## config.mk

```make
export PLATFORM = sky130hd
export DESIGN_NAME = cdt_channel
export DESIGN_NICKNAME = d
export VERILOG_FILES = /design/src/rtl/cdt_pkg.sv /design/src/rtl/cdt_ctrl.sv /design/src/rtl/cdt_bufs.sv /design/src/rtl/cdt_counter.sv /design/src/rtl/cdt_channel.sv
export SDC_FILE = /design/constraint.sdc
export NUM_CORES = 1
export LEC_CHECK = 0
export BUFFER_PORTS_ARGS = -buffer_cell sky130_fd_sc_hd__buf_2
export CORE_ASPECT_RATIO = 1.75
export CORE_MARGIN = 4
export CORE_UTILIZATION = 45
export DETAILED_ROUTE_END_ITERATION = 8
export PLACE_DENSITY = 0.76
export SETUP_SLACK_MARGIN = 0.4
export SLEW_MARGIN = 20
export SYNTH_ARGS = -nofsm -noshare
export SYNTH_HDL_FRONTEND = slang
export SYNTH_SLANG_ARGS = --single-unit
```

## constraint.sdc

```tcl
create_clock -name clk -period 2.5 [get_ports clk]
set_input_delay 0.75 -clock clk [delete_from_list [all_inputs] [get_ports clk]]
set_output_delay 0.75 -clock clk [all_outputs]
set_load 0.05 [all_outputs]
```

## src/rtl/cdt_pkg.sv

```systemverilog
// Package: shared types and field-position arithmetic for the countdown
// timer channel. Assumes the narrow channel is the highest index.
package cdt_pkg;

    typedef enum logic [1:0] {
        SEL_CNT  = 2'd0,
        SEL_CMP  = 2'd1,
        SEL_CTRL = 2'd2,
        SEL_NONE = 2'd3
    } wsel_e;

    typedef struct packed {
        logic start;
        logic upd;
        logic inv;
        logic reload;
    } ctrl_bits_t;

    // First bit of a channel's field in the shared control word.
    function automatic int fld_base(input int ch);
        return (ch == 0) ? 0 : (4 * ch + 4);
    endfunction

    function automatic int pos_start(input int ch);
        return fld_base(ch);
    endfunction

    function automatic int pos_upd(input int ch);
        return fld_base(ch) + 1;
    endfunction

    function automatic int pos_inv(input int ch);
        return fld_base(ch) + 2;
    endfunction

    // The narrow channel shifts its reload bit into the unused invert slot.
    function automatic int pos_reload(input int ch, input int narrow_ch);
        return (ch == narrow_ch) ? fld_base(ch) + 2 : fld_base(ch) + 3;
    endfunction

    function automatic bit is_full(input int ch, input int narrow_ch);
        return ch != narrow_ch;
    endfunction

endpackage

```

## src/rtl/cdt_ctrl.sv

```systemverilog
// Control field of one channel: extracts this channel's bits from a write
// of the shared control word, detects the manual-update rising edge, and
// lets the counter clear the start bit on a non-reloading expiry.
// Assumes field positions fit inside DATA_W. A control write that coincides
// with a hardware stop wins over it.
module cdt_ctrl
    import cdt_pkg::*;
#(
    parameter int CH_IDX = 0,
    parameter int NUM_CH = 5,
    parameter int DATA_W = 32
) (
    input  logic              clk,
    input  logic              rst_n,
    input  logic              wr_ctrl,
    input  logic [DATA_W-1:0] wr_data,
    input  logic              hw_stop,
    output ctrl_bits_t        bits_q,
    output logic              load_req,
    output logic [DATA_W-1:0] ctrl_word
);
    localparam int  NARROW  = NUM_CH - 1;
    localparam int  P_START = pos_start(CH_IDX);
    localparam int  P_UPD   = pos_upd(CH_IDX);
    localparam int  P_INV   = pos_inv(CH_IDX);
    localparam int  P_RLD   = pos_reload(CH_IDX, NARROW);
    localparam bit  HAS_INV = is_full(CH_IDX, NARROW);

    logic start_q, upd_q, inv_q, reload_q;

    // Rising edge of manual-update inside a control write.
    assign load_req = wr_ctrl && wr_data[P_UPD] && !upd_q;

    // Start bit: set or cleared by writes, cleared by hardware on a stop.
    always_ff @(posedge clk) begin
        if (!rst_n)        start_q <= 1'b0;
        else if (wr_ctrl)  start_q <= wr_data[P_START];
        else if (hw_stop)  start_q <= 1'b0;
    end

    // Manual-update and auto-reload levels, as last written.
    always_ff @(posedge clk) begin
        if (!rst_n) begin
            upd_q    <= 1'b0;
            reload_q <= 1'b0;
        end else if (wr_ctrl) begin
            upd_q    <= wr_data[P_UPD];
            reload_q <= wr_data[P_RLD];
        end
    end

    generate
        if (HAS_INV) begin : g_inv
            // Invert bit exists only on full channels.
            always_ff @(posedge clk) begin
                if (!rst_n)       inv_q <= 1'b0;
                else if (wr_ctrl) inv_q <= wr_data[P_INV];
            end
        end else begin : g_no_inv
            assign inv_q = 1'b0;
        end
    endgenerate

    assign bits_q.start  = start_q;
    assign bits_q.upd    = upd_q;
    assign bits_q.inv    = inv_q;
    assign bits_q.reload = reload_q;

    // Place the channel's bits at their positions for readback.
    always_comb begin
        ctrl_word         = '0;
        ctrl_word[P_START] = start_q;
        ctrl_word[P_UPD]   = upd_q;
        ctrl_word[P_RLD]   = reload_q;
        if (HAS_INV) ctrl_word[P_INV] = inv_q;
    end

    // a hardware stop with no competing write leaves start clear.
    a_r7_hw_clear: assert property (@(posedge clk) disable iff (!rst_n)
        (hw_stop && !wr_ctrl) |=> !start_q);

endmodule

```

## src/rtl/cdt_bufs.sv

```systemverilog
// Count and compare buffers. The compare buffer is built only when
// HAS_CMP is set; otherwise it reads as zero and writes are dropped.
module cdt_bufs #(
    parameter int  CNT_W   = 32,
    parameter bit  HAS_CMP = 1'b1
) (
    input  logic             clk,
    input  logic             rst_n,
    input  logic             wr_cnt,
    input  logic             wr_cmp,
    input  logic [CNT_W-1:0] wr_val,
    output logic [CNT_W-1:0] cnt_q,
    output logic [CNT_W-1:0] cmp_q
);
    // Count buffer holds the next load/reload value.
    always_ff @(posedge clk) begin
        if (!rst_n)      cnt_q <= '0;
        else if (wr_cnt) cnt_q <= wr_val;
    end

    generate
        if (HAS_CMP) begin : g_cmp
            // Compare buffer, stored for a downstream waveform stage.
            always_ff @(posedge clk) begin
                if (!rst_n)      cmp_q <= '0;
                else if (wr_cmp) cmp_q <= wr_val;
            end
        end else begin : g_no_cmp
            assign cmp_q = '0;
        end
    endgenerate

endmodule

```

## src/rtl/cdt_counter.sv

```systemverilog
// Live down-counter. A load request wins over a tick in the same cycle.
// A tick while running decrements; at zero it expires, then reloads or
// requests a stop. The expire pulse is registered.
module cdt_counter #(
    parameter int CNT_W = 32
) (
    input  logic             clk,
    input  logic             rst_n,
    input  logic             tick,
    input  logic             run,
    input  logic             load,
    input  logic             reload_en,
    input  logic [CNT_W-1:0] buf_val,
    output logic [CNT_W-1:0] count,
    output logic             expire,
    output logic             hw_stop
);
    logic step, at_zero, fire;

    assign step    = tick && run && !load;
    assign at_zero = (count == '0);
    assign fire    = step && at_zero;
    assign hw_stop = fire && !reload_en;

    // Counter update: load, reload on expiry, or decrement.
    always_ff @(posedge clk) begin
        if (!rst_n)                count <= '0;
        else if (load)             count <= buf_val;
        else if (fire && reload_en) count <= buf_val;
        else if (step && !at_zero) count <= count - 1'b1;
    end

    // One-cycle expiry pulse.
    always_ff @(posedge clk) begin
        if (!rst_n) expire <= 1'b0;
        else        expire <= fire;
    end

    // a load places the buffer value in the counter.
    a_r2_load: assert property (@(posedge clk) disable iff (!rst_n)
        load |=> (count == $past(buf_val)));
    // a running tick above zero lowers the count by one.
    a_r4_dec: assert property (@(posedge clk) disable iff (!rst_n)
        (tick && run && !load && count != '0) |=> (count == $past(count) - 1'b1));
    // with no load and no running tick the counter holds.
    a_r5_hold: assert property (@(posedge clk) disable iff (!rst_n)
        (!load && !(tick && run)) |=> $stable(count));
    // reloading expiry takes the buffer value.
    a_r6_reload: assert property (@(posedge clk) disable iff (!rst_n)
        (tick && run && !load && count == '0 && reload_en) |=> (count == $past(buf_val) && expire));

endmodule

```

## src/rtl/cdt_channel.sv

```systemverilog
// Top of one buffered countdown timer channel: decodes writes, and ties
// the control field, the buffers and the live counter together.
// Assumes CNT_W <= DATA_W and that the control fields fit in DATA_W.
module cdt_channel
    import cdt_pkg::*;
#(
    parameter int CH_IDX = 0,
    parameter int NUM_CH = 5,
    parameter int DATA_W = 32,
    parameter int CNT_W  = 32
) (
    input  logic              clk,
    input  logic              rst_n,
    input  logic              tick,
    input  logic              wr_en,
    input  logic [1:0]        wr_sel,
    input  logic [DATA_W-1:0] wr_data,
    output logic [CNT_W-1:0]  cnt_live,
    output logic [CNT_W-1:0]  cnt_buf_q,
    output logic [CNT_W-1:0]  cmp_buf_q,
    output logic [DATA_W-1:0] ctrl_q,
    output logic              expire,
    output logic              out_inv
);
    localparam bit HAS_CMP = is_full(CH_IDX, NUM_CH - 1);

    wsel_e      sel;
    logic       wr_cnt, wr_cmp, wr_ctrl;
    logic       load_req, hw_stop;
    ctrl_bits_t bits;

    // Write decode.
    assign sel     = wsel_e'(wr_sel);
    assign wr_cnt  = wr_en && (sel == SEL_CNT);
    assign wr_cmp  = wr_en && (sel == SEL_CMP);
    assign wr_ctrl = wr_en && (sel == SEL_CTRL);

    cdt_ctrl #(
        .CH_IDX (CH_IDX),
        .NUM_CH (NUM_CH),
        .DATA_W (DATA_W)
    ) u_ctrl (
        .clk       (clk),
        .rst_n     (rst_n),
        .wr_ctrl   (wr_ctrl),
        .wr_data   (wr_data),
        .hw_stop   (hw_stop),
        .bits_q    (bits),
        .load_req  (load_req),
        .ctrl_word (ctrl_q)
    );

    cdt_bufs #(
        .CNT_W   (CNT_W),
        .HAS_CMP (HAS_CMP)
    ) u_bufs (
        .clk    (clk),
        .rst_n  (rst_n),
        .wr_cnt (wr_cnt),
        .wr_cmp (wr_cmp),
        .wr_val (wr_data[CNT_W-1:0]),
        .cnt_q  (cnt_buf_q),
        .cmp_q  (cmp_buf_q)
    );

    cdt_counter #(
        .CNT_W (CNT_W)
    ) u_cnt (
        .clk       (clk),
        .rst_n     (rst_n),
        .tick      (tick),
        .run       (bits.start),
        .load      (load_req),
        .reload_en (bits.reload),
        .buf_val   (cnt_buf_q),
        .count     (cnt_live),
        .expire    (expire),
        .hw_stop   (hw_stop)
    );

    assign out_inv = bits.inv;

    // nothing expires in the cycle right after reset.
    a_r1_quiet_after_reset: assert property (@(posedge clk)
        !rst_n |=> (!expire && cnt_live == '0));
    // a write with the unused select code leaves the buffers alone.
    a_r11_no_target: assert property (@(posedge clk) disable iff (!rst_n)
        (wr_en && wr_sel == 2'd3) |=> ($stable(cnt_buf_q) && $stable(cmp_buf_q)));

endmodule

```

==> flow_metrics.env <==
export IMPL_nNetsFinal=772
export IMPL_layout_drive_gt1_share_pct=36.59
export IMPL_power_density_nw_per_um2=667.9
export IMPL_start_util_pct=46.35
export IMPL_critPathCaptureType="register"
export IMPL_clock_sinks=101
export IMPL_grt_pass1_wl_um=22590
export IMPL_rsz0062_at_grt="yes"
export IMPL_synth_edf_count=0
export IMPL_fin_cells=863
export IMPL_fp_row_count=48
export IMPL_cts_buffers_inserted=9
export IMPL_drcViolationCount=0
export IMPL_grt_pass1_vias=4597
export IMPL_path_max_fanout=5
export IMPL_wl_met2_um=7877
export IMPL_finalCriticalPeriod_ps=2398
export IMPL_wire_per_inst_um=17.45
export IMPL_num_vias=4786
export IMPL_fin_crit_sh_pct=95.91
export IMPL_htree_levels=3
export IMPL_critical_path_class="register to register"
export IMPL_postCtsHoldBufs=0
export IMPL_dpl_cell_area_um2=5383
export IMPL_areaGrowthSynthToFinish_pct=31.14
export IMPL_synth_avg_cell_area_um2=7.967
export IMPL_highest_layer="met4"
export IMPL_setup_viol=0
export IMPL_yosysSeqAreaShare_pct=43.76
export IMPL_fin_util_pct=60.78
export IMPL_cp_arrival_ps=2640
export IMPL_dieArea_um2=12020
export IMPL_hold_class="register to register"
export IMPL_cts_buffer_depth=2
export IMPL_wl_met3_um=1077
export IMPL_die_x_um=84.60
export IMPL_worst_slew_pin_transition_ps=688.6
export IMPL_yosys_warnings=0
export IMPL_finalPower_mw=4.047
export IMPL_grt_overflow=0
export IMPL_clkTransAtPathRegs_ps=70
export IMPL_multi_input_area_um2=2536
export IMPL_ant_nets=0
export IMPL_tns_ps=0
export IMPL_io_pins=168
export IMPL_fin_ws_ps=102.4
export IMPL_grt_antenna_before_repair=0
export IMPL_grt_util_all_layers_pct=23.31
export IMPL_async_flop_share_pct=0
export IMPL_place_ws_ps=78.24
export IMPL_io_buffers=139
export IMPL_grt_max_degree=35
export IMPL_place_gp_congestion=0.9453
export IMPL_syn_cell_area_um2=4621
export IMPL_leakage_nw=2.713
export IMPL_yosys_most_used_dff="dfxtp_1"
export IMPL_syn_instance_count=580
export IMPL_firstDrtPassIters=6
export IMPL_core_area_um2=9970
export IMPL_avgViaCountPerCell=5.546
export IMPL_max_freq_ghz=0.4171
export IMPL_cp_data_required_time_ps=2740
export IMPL_wl_met1_um=5422
export IMPL_ys_types=58
export IMPL_start_kind="register"
export IMPL_die_h_um=142.1
export IMPL_maxSlewViolCount=0
export IMPL_dp_hpwl_um=10690
export IMPL_peakVddDrop_v=0.0004491
export IMPL_place_inst=823
export IMPL_initialDrtViolationCount=317
export IMPL_drt_total_wl_um=15060
export IMPL_worstSkewPairLatency_ps=340
export IMPL_nFillCells=932
export IMPL_skew_ps=10.42
export IMPL_drv_cap=0
export IMPL_cts_tree="done"
export IMPL_relSlewSlack_pct=54.09
export IMPL_diodes=0
export IMPL_status="finished clean"
export IMPL_regArea_um2=2064
export IMPL_whs_ps=451.9
export IMPL_clockRootBuffer="clkbuf_16"
export IMPL_ys_ff_latch=101
export IMPL_final_area_um2=6060
export IMPL_finalHoldViolCount=0
==> cell usage after synthesis (all sizes together), types with 4 or more instances <==
library cell / n / share of area [%]
buf: 39 / 6.3
nand3: 11 / 1.2
a21oi: 83 / 9.1
o311ai: 4 / 0.76
nor2: 17 / 1.4
dfxtp: 101 / 44
or2: 6 / 0.81
nor3: 16 / 2.0
or3: 7 / 0.95
clkbuf: 27 / 2.2
or4: 9 / 1.6
inv: 5 / 0.41
o21ai: 23 / 2.7
and3: 5 / 0.68
nor4: 10 / 1.7
xnor2: 9 / 1.7
nand2: 150 / 12
nand4: 7 / 1.1
xor2: 8 / 1.5
==> per-layer routing <==
| layer | GRT usage [%] | vias up |
|---|---|---|
| li1 | - | 2256 |
| met1 | 24.87 | 2238 |
| met2 | 41.97 | 236 |
| met3 | 4.577 | 56 |
| met4 | 13.68 | 0 |
| met5 | 0 | - |
==> kinds of logic (layout without fill, tap and decap cells) <==
group | count (synthesis) | in the layout | share of synthesized area (%)
buf+inv | 71 | 199 | 8.935
mux | 4 | 4 | 0.8936
compound gates | 134 | 135 | 16.71
other cells | 1 | 28 | 0.08116
simple gates | 251 | 253 | 26.13
xor+xnor | 17 | 17 | 3.222
fa+ha+maj | 1 | 1 | 0.2707
flops | 101 | 101 | 43.76
==> final timing paths <==
check	end	slack (ps)	start	cells past startpoint
worst min register to register	u_bufs.cmp_q[6]	450	u_bufs.cmp_q[6]	2
worst min-delay path	u_bufs.cmp_q[6]	450	u_bufs.cmp_q[6]	2
worst max register to register	u_cnt.count[28]	100	u_cnt.count[12]	5
worst max-delay path	u_cnt.count[28]	100	u_cnt.count[12]	5
==> state kept, by name, summed over array words and instances (netlist names) <==
signal	flops
u_ctrl.inv_q	1
u_cnt.count	32
u_ctrl.upd_q	1
u_cnt.expire	1
u_bufs.cmp_q	32
u_bufs.cnt_q	32
u_ctrl.reload_q	1
u_ctrl.start_q	1
==> critical path, stage by stage (launching register included) <==
cell and delay (ps):
dfxtp_4 360, or4_4 550, or4_4 570, nor4_4 290, mux2_4 330, a32o_1 200
==> final cells by class <==
cell class              instances  share of cell area [%]
flip-flops and latches        101                   34.07
clock inverters                 7                  0.7846
repair buffers                178                   16.68
clock buffers                   9                   3.717
multi-input cells             438                   41.85
well taps                     125                   2.581
inverters                       5                  0.3097
==> placed cells by master (no fill, tap or decap), types with 4 or more instances in the layout <==
cell type / n
dfxtp_4: 6
nand4_1: 6
nor4_1: 6
nor2_1: 15
and3_1: 5
o21ai_1: 17
buf_2: 139
xor2_1: 8
nor3_1: 12
dfxtp_2: 16
conb_1: 28
xnor2_1: 7
a21oi_1: 76
dfxtp_1: 79
nand3_1: 10
or4_1: 4
buf_6: 6
clkbuf_16: 9
or4_4: 5
inv_1: 4
nand2_1: 148
o21ai_2: 4
a21oi_2: 7
buf_4: 33
or3_1: 6
==> power by group <==
part	switching [mW]	internal (mW)	total, mW
sequential	0.0549	1.66	1.72
clock	0.612	0.680	1.29
combinational	0.703	0.337	1.04
==> repair_timing <==
item / 4_1_cts / 5_1_grt
gates cloned: 2 / 1
setup endpoints to repair: 33 / 34
pin swaps: 9 / 20
setup buffers: 8 / 13
gates resized for setup: 18 / 29
Note: power is estimated with default switching activity, not from simulation.
